<file path="src/rtl/cr_red_pkg.sv">
// Package: shared types for the condition-bit reduction sequencer.
// Assumes nothing beyond IEEE 1800-2017.
package cr_red_pkg;

    // Sequencer state.
    typedef enum logic [1:0] {
        SEQ_IDLE = 2'd0,
        SEQ_RUN  = 2'd1,
        SEQ_FIN  = 2'd2
    } seq_state_t;

    // Decoded mode.
    typedef struct packed {
        logic exec;      // mode is executed by this block
        logic reverse;   // run from VL-1 down to 0
        logic unsup;     // mode not handled
    } mode_dec_t;

    // Number of operands addressed per element.
    localparam int NUM_OPS  = 3;
    localparam int OP_SRC_A = 0;
    localparam int OP_SRC_B = 1;
    localparam int OP_DST   = 2;

endpackage

</file>
<file path="src/rtl/crr_mode_decode.sv">
// Module: crr_mode_decode
// Turns the five mode bits into execute / reverse / unsupported flags.
// Bit map: [4:3] fail-first/predicate selector, [2] reduce, [1] parallel,
// [0] reverse. Only scalar reduce and normal mode are executed.
module crr_mode_decode
    import cr_red_pkg::*;
(
    input  logic [4:0] rm_mode,
    output mode_dec_t  dec
);

    logic sel_zero;
    logic is_reduce;
    logic is_parallel;

    // Purpose: classify the mode bits.
    always_comb begin
        sel_zero    = (rm_mode[4:3] == 2'b00);
        is_reduce   = sel_zero && rm_mode[2] && !rm_mode[1];
        is_parallel = sel_zero && rm_mode[2] && rm_mode[1];
        dec.exec    = sel_zero && !is_parallel;
        dec.reverse = is_reduce && rm_mode[0];
        dec.unsup   = !sel_zero || is_parallel;
    end

endmodule

</file>
<file path="src/rtl/crr_elem_seq.sv">
// Module: crr_elem_seq
// Element scheduler: one element per busy cycle, forward or reverse.
// Assumes start is only acted upon in idle; captures VL and order at start.
module crr_elem_seq
    import cr_red_pkg::*;
#(
    parameter int VL_W = 4
) (
    input  logic            clk,
    input  logic            rst_n,
    input  logic            start,
    input  logic            exec,
    input  logic            reverse,
    input  logic [VL_W-1:0] vl,
    output logic            accept,
    output logic            busy,
    output logic            done,
    output logic [VL_W-1:0] elem
);

    seq_state_t      state;
    logic [VL_W-1:0] cnt;
    logic [VL_W-1:0] vl_q;
    logic            rev_q;
    logic            last;

    // Purpose: a start is taken only in idle.
    assign accept = (state == SEQ_IDLE) && start;

    // Purpose: detect the final element of the run.
    assign last = (cnt == vl_q - VL_W'(1));

    // Purpose: state, counter and captured run parameters.
    always_ff @(posedge clk) begin
        if (!rst_n) begin
            state <= SEQ_IDLE;
            cnt   <= '0;
            vl_q  <= '0;
            rev_q <= 1'b0;
        end else begin
            case (state)
                SEQ_IDLE: begin
                    if (start) begin
                        cnt   <= '0;
                        vl_q  <= vl;
                        rev_q <= reverse;
                        if (!exec || (vl == '0)) state <= SEQ_FIN;
                        else                     state <= SEQ_RUN;
                    end
                end
                SEQ_RUN: begin
                    if (last) state <= SEQ_FIN;
                    else      cnt   <= cnt + VL_W'(1);
                end
                SEQ_FIN:  state <= SEQ_IDLE;
                default:  state <= SEQ_IDLE;
            endcase
        end
    end

    // Purpose: map count to element offset in the chosen order.
    always_comb begin
        if (rev_q) elem = vl_q - VL_W'(1) - cnt;
        else       elem = cnt;
    end

    assign busy = (state == SEQ_RUN);
    assign done = (state == SEQ_FIN);

endmodule

</file>
<file path="src/rtl/crr_addr_gen.sv">
// Module: crr_addr_gen
// Forms a bit address from a base field, an element offset and the bit
// selector. Assumes NUM_FIELDS is a power of two so the wrap is a truncation.
module crr_addr_gen #(
    parameter int NUM_FIELDS = 8,
    parameter int VL_W       = 4
) (
    input  logic [$clog2(NUM_FIELDS)-1:0]   base,
    input  logic [VL_W-1:0]                 elem,
    input  logic [1:0]                      bit_sel,
    output logic [$clog2(NUM_FIELDS)+1:0]   addr
);

    localparam int FIELD_W = $clog2(NUM_FIELDS);
    localparam int SUM_W   = ((FIELD_W > VL_W) ? FIELD_W : VL_W) + 1;

    logic [SUM_W-1:0]   sum;
    logic [FIELD_W-1:0] field;

    // Purpose: add offset and wrap modulo the field count.
    always_comb begin
        sum   = SUM_W'(base) + SUM_W'(elem);
        field = sum[FIELD_W-1:0];
        addr  = {field, bit_sel};
    end

endmodule

</file>
<file path="src/rtl/crr_bit_file.sv">
// Module: crr_bit_file
// Condition-bit array: two combinational read ports, one write port,
// and a whole-array load. Assumes load and write are never both requested.
module crr_bit_file #(
    parameter int NUM_BITS = 32
) (
    input  logic                        clk,
    input  logic                        rst_n,
    input  logic                        load_en,
    input  logic [NUM_BITS-1:0]         load_data,
    input  logic [$clog2(NUM_BITS)-1:0] rd_addr_a,
    input  logic [$clog2(NUM_BITS)-1:0] rd_addr_b,
    input  logic                        wr_en,
    input  logic [$clog2(NUM_BITS)-1:0] wr_addr,
    input  logic                        wr_data,
    output logic                        rd_a,
    output logic                        rd_b,
    output logic [NUM_BITS-1:0]         bits_out
);

    logic [NUM_BITS-1:0] bits_q;

    // Purpose: storage update from load or element write.
    always_ff @(posedge clk) begin
        if (!rst_n)       bits_q          <= '0;
        else if (load_en) bits_q          <= load_data;
        else if (wr_en)   bits_q[wr_addr] <= wr_data;
    end

    // Purpose: read ports.
    assign rd_a     = bits_q[rd_addr_a];
    assign rd_b     = bits_q[rd_addr_b];
    assign bits_out = bits_q;

endmodule

</file>
<file path="src/rtl/cr_reduce_seq.sv">
// Module: cr_reduce_seq (top)
// Runs a vectorised condition-bit AND/OR over an internal array, one
// read-modify-write per cycle, so overlapping operands cascade.
// Assumes NUM_FIELDS is a power of two; loads are only honoured when idle.
module cr_reduce_seq
    import cr_red_pkg::*;
#(
    parameter int NUM_FIELDS = 8,
    parameter int VL_W       = 4,
    localparam int FIELD_W   = $clog2(NUM_FIELDS),
    localparam int NUM_BITS  = NUM_FIELDS * 4
) (
    input  logic                clk,
    input  logic                rst_n,
    input  logic                start,
    input  logic [4:0]          rm_mode,
    input  logic [VL_W-1:0]     vl,
    input  logic [FIELD_W-1:0]  src_a_field,
    input  logic [FIELD_W-1:0]  src_b_field,
    input  logic [FIELD_W-1:0]  dst_field,
    input  logic [1:0]          bit_sel,
    input  logic                op_is_or,
    input  logic                cr_load,
    input  logic [NUM_BITS-1:0] cr_load_data,
    output logic                busy,
    output logic                done,
    output logic                unsupported,
    output logic [NUM_BITS-1:0] cr_out
);

    localparam int ADDR_W = FIELD_W + 2;

    mode_dec_t          dec;
    logic               accept;
    logic [VL_W-1:0]    elem;
    logic [FIELD_W-1:0] base_q [NUM_OPS];
    logic [FIELD_W-1:0] base_in [NUM_OPS];
    logic [ADDR_W-1:0]  addr [NUM_OPS];
    logic [1:0]         bsel_q;
    logic               or_q;
    logic               unsup_q;
    logic               rd_a;
    logic               rd_b;
    logic               wr_bit;

    crr_mode_decode u_dec (
        .rm_mode (rm_mode),
        .dec     (dec)
    );

    crr_elem_seq #(.VL_W(VL_W)) u_seq (
        .clk     (clk),
        .rst_n   (rst_n),
        .start   (start),
        .exec    (dec.exec),
        .reverse (dec.reverse),
        .vl      (vl),
        .accept  (accept),
        .busy    (busy),
        .done    (done),
        .elem    (elem)
    );

    // Purpose: gather operand base inputs in operand order.
    always_comb begin
        base_in[OP_SRC_A] = src_a_field;
        base_in[OP_SRC_B] = src_b_field;
        base_in[OP_DST]   = dst_field;
    end

    // Purpose: capture operands, op and status at an accepted start.
    always_ff @(posedge clk) begin
        if (!rst_n) begin
            for (int i = 0; i < NUM_OPS; i++) base_q[i] <= '0;
            bsel_q  <= 2'd0;
            or_q    <= 1'b0;
            unsup_q <= 1'b0;
        end else if (accept) begin
            for (int i = 0; i < NUM_OPS; i++) base_q[i] <= base_in[i];
            bsel_q  <= bit_sel;
            or_q    <= op_is_or;
            unsup_q <= dec.unsup;
        end
    end

    // One address generator per operand.
    for (genvar g = 0; g < NUM_OPS; g++) begin : g_addr
        crr_addr_gen #(.NUM_FIELDS(NUM_FIELDS), .VL_W(VL_W)) u_ag (
            .base    (base_q[g]),
            .elem    (elem),
            .bit_sel (bsel_q),
            .addr    (addr[g])
        );
    end

    // Purpose: element result.
    assign wr_bit = or_q ? (rd_a | rd_b) : (rd_a & rd_b);

    crr_bit_file #(.NUM_BITS(NUM_BITS)) u_file (
        .clk       (clk),
        .rst_n     (rst_n),
        .load_en   (cr_load && !busy),
        .load_data (cr_load_data),
        .rd_addr_a (addr[OP_SRC_A]),
        .rd_addr_b (addr[OP_SRC_B]),
        .wr_en     (busy),
        .wr_addr   (addr[OP_DST]),
        .wr_data   (wr_bit),
        .rd_a      (rd_a),
        .rd_b      (rd_b),
        .bits_out  (cr_out)
    );

    assign unsupported = unsup_q;

endmodule

</file>
<file path="config.mk">
export PLATFORM = sky130hd
export DESIGN_NAME = cr_reduce_seq
export DESIGN_NICKNAME = d
export VERILOG_FILES = /design/src/rtl/cr_red_pkg.sv /design/src/rtl/crr_mode_decode.sv /design/src/rtl/crr_elem_seq.sv /design/src/rtl/crr_addr_gen.sv /design/src/rtl/crr_bit_file.sv /design/src/rtl/cr_reduce_seq.sv
export SDC_FILE = /design/constraint.sdc
export NUM_CORES = 1
export LEC_CHECK = 0
export CAP_MARGIN = 30
export CORE_ASPECT_RATIO = 1.25
export CORE_MARGIN = 3
export CORE_UTILIZATION = 44
export DETAILED_ROUTE_END_ITERATION = 8
export PLACE_DENSITY_LB_ADDON = 0.1
export SLEW_MARGIN = 25
export SYNTH_ARGS = -nofsm -noshare
export SYNTH_HDL_FRONTEND = slang
export SYNTH_SLANG_ARGS = --single-unit
export TNS_END_PERCENT = 100
</file>
<file path="constraint.sdc">
create_clock -name clk -period 9.4 [get_ports clk]
set_clock_uncertainty 0.2 [all_clocks]
set_input_delay 1.88 -clock clk [delete_from_list [all_inputs] [get_ports clk]]
set_output_delay 1.88 -clock clk [all_outputs]
set_load 0.02 [all_outputs]
</file>
### Word level (Yosys, flattened, before mapping)

Memories as Yosys holds them, arrays and structs flattened.
Index checks and enable logic that the tools add are counted.

| operators by class | value |
|---|---|
| add/subtract/negate cells | 6 |
| order comparisons | 4 |
| equal/unequal tests | 6 |
| mux-type cells | 25 |
| bitwise gates (word level) | 5 |
| reduce and logical (&&, ||, !) cells | 23 |

Operator list:

| cell | number |
|---|---|
| $mux W32 | 2 |
| $bwmux W32 | 1 |
| $lt A5 B6 Y1 const B | 3 |
| $mux W3 | 4 |
| $bmux W1 S5 | 2 |
| $add A3 B3 Y3 | 3 |
| $logic_and A1 B1 Y1 | 8 |
| $mux W1 | 8 |
| $mux W4 | 2 |
| $pmux W4 S2 | 1 |
| $mux W2 | 3 |
| $demux W1 S5 | 1 |
| $ge A5 B1 Y1 const B | 1 |
| $logic_not A1 Y1 | 5 |
| $add A4 B1 Y4 const B | 1 |
| $eq A4 B4 Y1 | 1 |
| $logic_not A2 Y1 | 2 |
| $logic_not A4 Y1 | 1 |
| $ne A2 B2 Y1 const B | 2 |
| $or A1 B1 Y1 | 4 |
| $pmux W2 S2 | 1 |
| $reduce_and A2 Y1 | 2 |
| $reduce_bool A2 Y1 | 2 |
| $sub A4 B1 Y4 const B | 1 |
| other kinds (7) | 8 |

| storage, ports and cells | value |
|---|---|
| register bits after elaboration | 47 |
| memory bits (writable) | 9 |
| output and inout port bits | 35 |
| word-level logic and storage cells | 78 |
| memories kept | 1 |

Memories:

| memory | depth | width | rd ports | clocked after Yosys merged registers in | wr ports | line | source |
|---|---|---|---|---|---|---|---|
| base_q | 3 | 3 | 3 | 0 | 3 | cr_reduce_seq.sv:36 | `logic [FIELD_W-1:0] base_q [NUM_OPS];` |

### Logic depth before layout (Yosys ltp)

| depth | value |
|---|---|
| depth after elaboration | 11 |
| gate-level depth with buffers | 13 |
| mapped depth without buffers | 11 |

### Modules after synthesis

A second synthesis with hierarchy kept.

| second synthesis, totals | value |
|---|---|
| cells, all modules | 460 |
| area, all modules | 4023.9 µm² |

Modules (own cells, without submodules):

| module | times used | cells each | area an instance (µm²) | seq. area each (µm²) |
|---|---|---|---|---|
| crr_bit_file | 1 | 305 | 2469.9 | 640.6 |
| crr_elem_seq | 1 | 100 | 785.8 | 220.2 |
| cr_reduce_seq | 1 | 36 | 528.0 | 350.3 |
| crr_addr_gen | 3 | 5 | 71.3 | 0.0 |
| crr_mode_decode | 1 | 4 | 26.3 | 0.0 |

### Least setup slack after synthesis

OpenSTA, ideal clock, no wires.

| timing | value |
|---|---|
| path type | register to register |
| start point | reg u_seq.vl_q[0] |
| end point | reg u_file.bits_q[21] (netlist: u_file.bits_out[21]) |
| arrival | 3.526 ns |
| path slack | 5.604 ns |
| stages on the path, launching flop included | 14 |
| path buffers | 2 |
| clock period less this slack | 3.796 ns |
| cell sequence | dfxtp_1 -> inv_1 -> ha_1 -> fa_1 -> a21oi_1 -> fa_1 -> clkbuf_1 -> mux4_2 -> nor2b_1 -> a211oi_1 -> o311a_1 -> maj3_2 -> buf_6 -> o21ai_1 |

| on the way | value |
|---|---|
| cells in the longest elaborated chain, start to end | 11 |
| elaborated cells between the ends (all ways) | 21 |
| classes of those cells | add/sub: 5; order compare: 2; mux: 11; bitwise: 2; reduce/logical: 1 |

Ends and longest elaborated chain:

| what | line | source |
|---|---|---|
| start, declared | crr_elem_seq.sv:23 | `logic [VL_W-1:0] vl_q;` |
| start signal, assigned | crr_elem_seq.sv:45 | `vl_q <= vl;` |
| $sub A4 B1 Y4 (*) | - |  |
| $sub A3 B3 Y3 (*) | crr_elem_seq.sv:63 | `if (rev_q) elem = vl_q - VL_W'(1) - cnt;` |
| $mux W3 (*) | crr_elem_seq.sv:63 |  |
| $add A3 B3 Y3 | crr_addr_gen.sv:22 | `sum = SUM_W'(base) + SUM_W'(elem);` |
| $lt A5 B6 Y1 (implied by the code) (tied with other cells) | crr_bit_file.sv:27 | `else if (wr_en) bits_q[wr_addr] <= wr_data;` |
| $logic_and A1 B1 Y1 (implied by the code) (tied with other cells) | crr_bit_file.sv:27 |  |
| $mux W1 (implied by the code) (tied with other cells) | crr_bit_file.sv:27 |  |
| $demux W1 S5 or $mux W1 (tied branches) | - |  |
| $bwmux W32 (*) | crr_bit_file.sv:27 |  |
| $mux W32 (*) | crr_bit_file.sv:27 |  |
| $mux W32 (*) | crr_bit_file.sv:26 | `else if (load_en) bits_q <= load_data;` |
| end signal, assigned | crr_bit_file.sv:26 |  |
| end signal, assigned by index | crr_bit_file.sv:27 |  |
| end, declared | crr_bit_file.sv:21 | `logic [NUM_BITS-1:0] bits_q;` |

Every way passes the cells marked *; elsewhere a longest branch is shown, timed or not. The select of a mux whose other input is x is not followed.
A chain may end at the register's enable or synchronous reset.

### Worst setup path in the final report

| timing | value |
|---|---|
| start point | reg u_seq.vl_q[0] |
| end point | reg u_file.bits_q[29] (netlist: u_file.bits_out[29]) |

The elaborated chain is that of the path after synthesis.

==> reports/metrics.csv <==
metric;value;unit
status;complete, no violations;
kind of cell adding the most delay to the critical path;adder cells;
worst hold slack;0.269;ns
clock latency on the worst-skew pair;0.31;ns
hold path cells;1;
hold-fix buffers at CTS;0;
port bufs;91;
syn_nets;445;
placed cell count;544;
row cnt;36;
CTS Root Buffer Type;clkbuf_8;
Tot GR Track Use;0.223;
Die Width;86.8;um
CP Data Required Time;9.38;ns
Slew headroom;0.401;
pre-CTS setup slack;5.03;ns
critical path type;reg2reg;
top cells by area, synth;dfxtp_1, mux2_2, edfxtp_1, mux4_2, o211ai_1;
worst r2r path cells;11;
Worst Path Buf+Inv;1;
number of synthesized flops with an enable pin;9;
CP max-delay cell;fa_1;
Synth Register Bits;56;
post-route ant nets;0;
Crit path depth;11;
crit path launch type;flop;
sequential area share after synthesis;0.338;
RePlAce Congestion;0.783;
Fin. Hold Viols;0;
Max-cap violations;0;
Synth-to-Final Area Change;29.2;%
total negative slack;0;ns
CORE AREA;0.00788;mm2
setup ws final;5.03;ns
area leader, netlist;dfxtp_1;
sinks on the clock net;56;
cell area after synthesis;0.00359;mm2
top-area cell type share of the netlist area;0.262;
Peak Freq;229;MHz
Final Setup Violations;0;
final non-filler cell total;553;
first-pass GRT wire length;16.3;mm
RSZ-0062 raised after global routing;no;
Ports;92;
most frequent cell after synthesis;nand2_1;
Antenna Cells;0;
largest net degree at the start of global routing;57;
DR DRC count;0;
post-detail-place hpwl;7.48;mm
crit path DAT;4.35;ns
DR iter-0 viols;264;
worst min-delay path class;reg2reg;
Resize count post-CTS;0;
final WL;10.1;mm
Critical Path Fanout Max;32;
vias per cell;5.80;
Max Root-Sink Buffers;2;
Post-CTS Setup Repair Bufs;0;
Synth Warn #;0;
total grt overflow;0;
crit path time final;4.37;ns
Clock Pin Slew Worst Setup and Hold Paths;0.10;ns
measured slew at the worst slew-check pin;0.892;ns
Critical Path Sink Type;flop;
most frequent CP cell;fa_1;
number of global-route vias before repair;3290;
Num CTS Buffers;5;
Die H;107;um
via count;3208;
Pwr per Cell Area;126;mW/mm2
reg2reg setup slack;5.03;ns
maximum VDD drop;0.0000644;V
cell breakdown of the critical path;inv_1 -> ha_1 -> fa_1 -> a21oi_1 -> fa_1 -> mux4_2 -> nor2b_1 -> a211oi_1 -> o311a_1 -> maj3_2 -> o21ai_1;
FFs w/ async S/R, synth;0;
Initial Utilization;0.455;
Netlist cell types;48;
Synth Flop Type;dfxtp_1;
syn avg cell area;9.52;um2
H-tree depth;2;
TritonCTS clock tree;built;
die area;0.00928;mm2
synth cell count leaders;nand2_1, dfxtp_1, mux2_2;
final worst-path cycle share;0.465;
NumNets Final;525;
routed wire length per instance;18.3;um
Pins Over Slew Limit;0;
initial antenna violation count;0;
Worst path max stage delay;0.70;ns
Initial DRT Pass Iterations;5;
Static Leak;0.00163;uW
synthesized instance count;377;
share of cells above drive strength 1;0.151;
## through the flow
step | power, uW | utilization | cell area (um2)
global route | 607 | 0.588 | 4630
detailed placement | 450 | 0.576 | 4540
floorplan | 384 | - | 3590
global placement | 447 | 0.574 | 4530
CTS | 585 | 0.587 | 4630
finish | 582 | 0.588 | 4630
## where the power goes
part           leakage, uW  total (uW)  switching, uW  internal (uW)
Clock            0.0000510         137           77.9           59.1
Combinational      0.00110         170           82.7           87.2
Sequential        0.000484         275           15.5            259
## cell usage in the layout (no fill, tap or decap), drive strengths merged, types with 3 or more instances in the layout
| master | synthesis | routed |
|---|---|---|
| o211a | 3 | 3 |
| clkbuf | 16 | 7 |
| fa | 4 | 4 |
| and3 | 9 | 9 |
| a211oi | 3 | 3 |
| nor2b | 5 | 5 |
| xnor2 | 7 | 7 |
| a21oi | 4 | 4 |
| nor3 | 4 | 4 |
| nand2 | 61 | 61 |
| clkdlybuf4s50 | 0 | 91 |
| nand3 | 4 | 4 |
| nand3b | 3 | 3 |
| nand2b | 7 | 7 |
| o21ai | 33 | 33 |
| edfxtp | 9 | 9 |
| or2 | 4 | 4 |
| a21boi | 8 | 8 |
| nor2 | 17 | 17 |
| buf | 7 | 4 |
| dfxtp | 47 | 47 |
| mux4 | 11 | 11 |
| xor2 | 5 | 5 |
| inv | 7 | 7 |
| ha | 7 | 7 |
| mux2 | 39 | 39 |
| o211ai | 32 | 32 |
## registers in the layout, indices dropped and copies added (netlist names)
register and cells:
unsupported 1, base_q 9, u_seq.cnt 4, or_q 1, u_seq.vl_q 4, u_seq.rev_q 1
u_file.bits_out 32, u_seq.state 2, bsel_q 2
## logic make-up after synthesis
group,after synthesis,share of synthesized area
mux,52,0.201
buf+inv,30,0.0391
flops,56,0.338
xor+xnor,14,0.0439
simple gates,120,0.155
fa+ha+maj,12,0.0499
compound gates,93,0.174
## final timing paths
path / from / end
min: u_seq.state[1] / u_seq.state[1]
min reg2reg: u_seq.state[1] / u_seq.state[1]
max reg2reg: u_seq.vl_q[0] / u_file.bits_out[29]
max: u_seq.vl_q[0] / u_file.bits_out[29]
## area by class of cell
class                           instances  area, um2
Fill cell                             672       3250
Clock buffer                            6       82.6
Clock inverter                          2       10.0
Tap cell                               95        119
Timing Repair Buffer                   96        950
Sequential cell                        56       1210
Inverter                                7       26.3
Multi-Input combinational cell        291       2240
## layer usage
metal,part of all wire,up-vias,global-route usage
met3,0.048,18,0.0315
met2,0.53,104,0.400
met5,0,-,0
met1,0.40,1551,0.268
li1,-,1535,-
met4,0.024,0,0.0791
(Power assumes the default switching activity.)
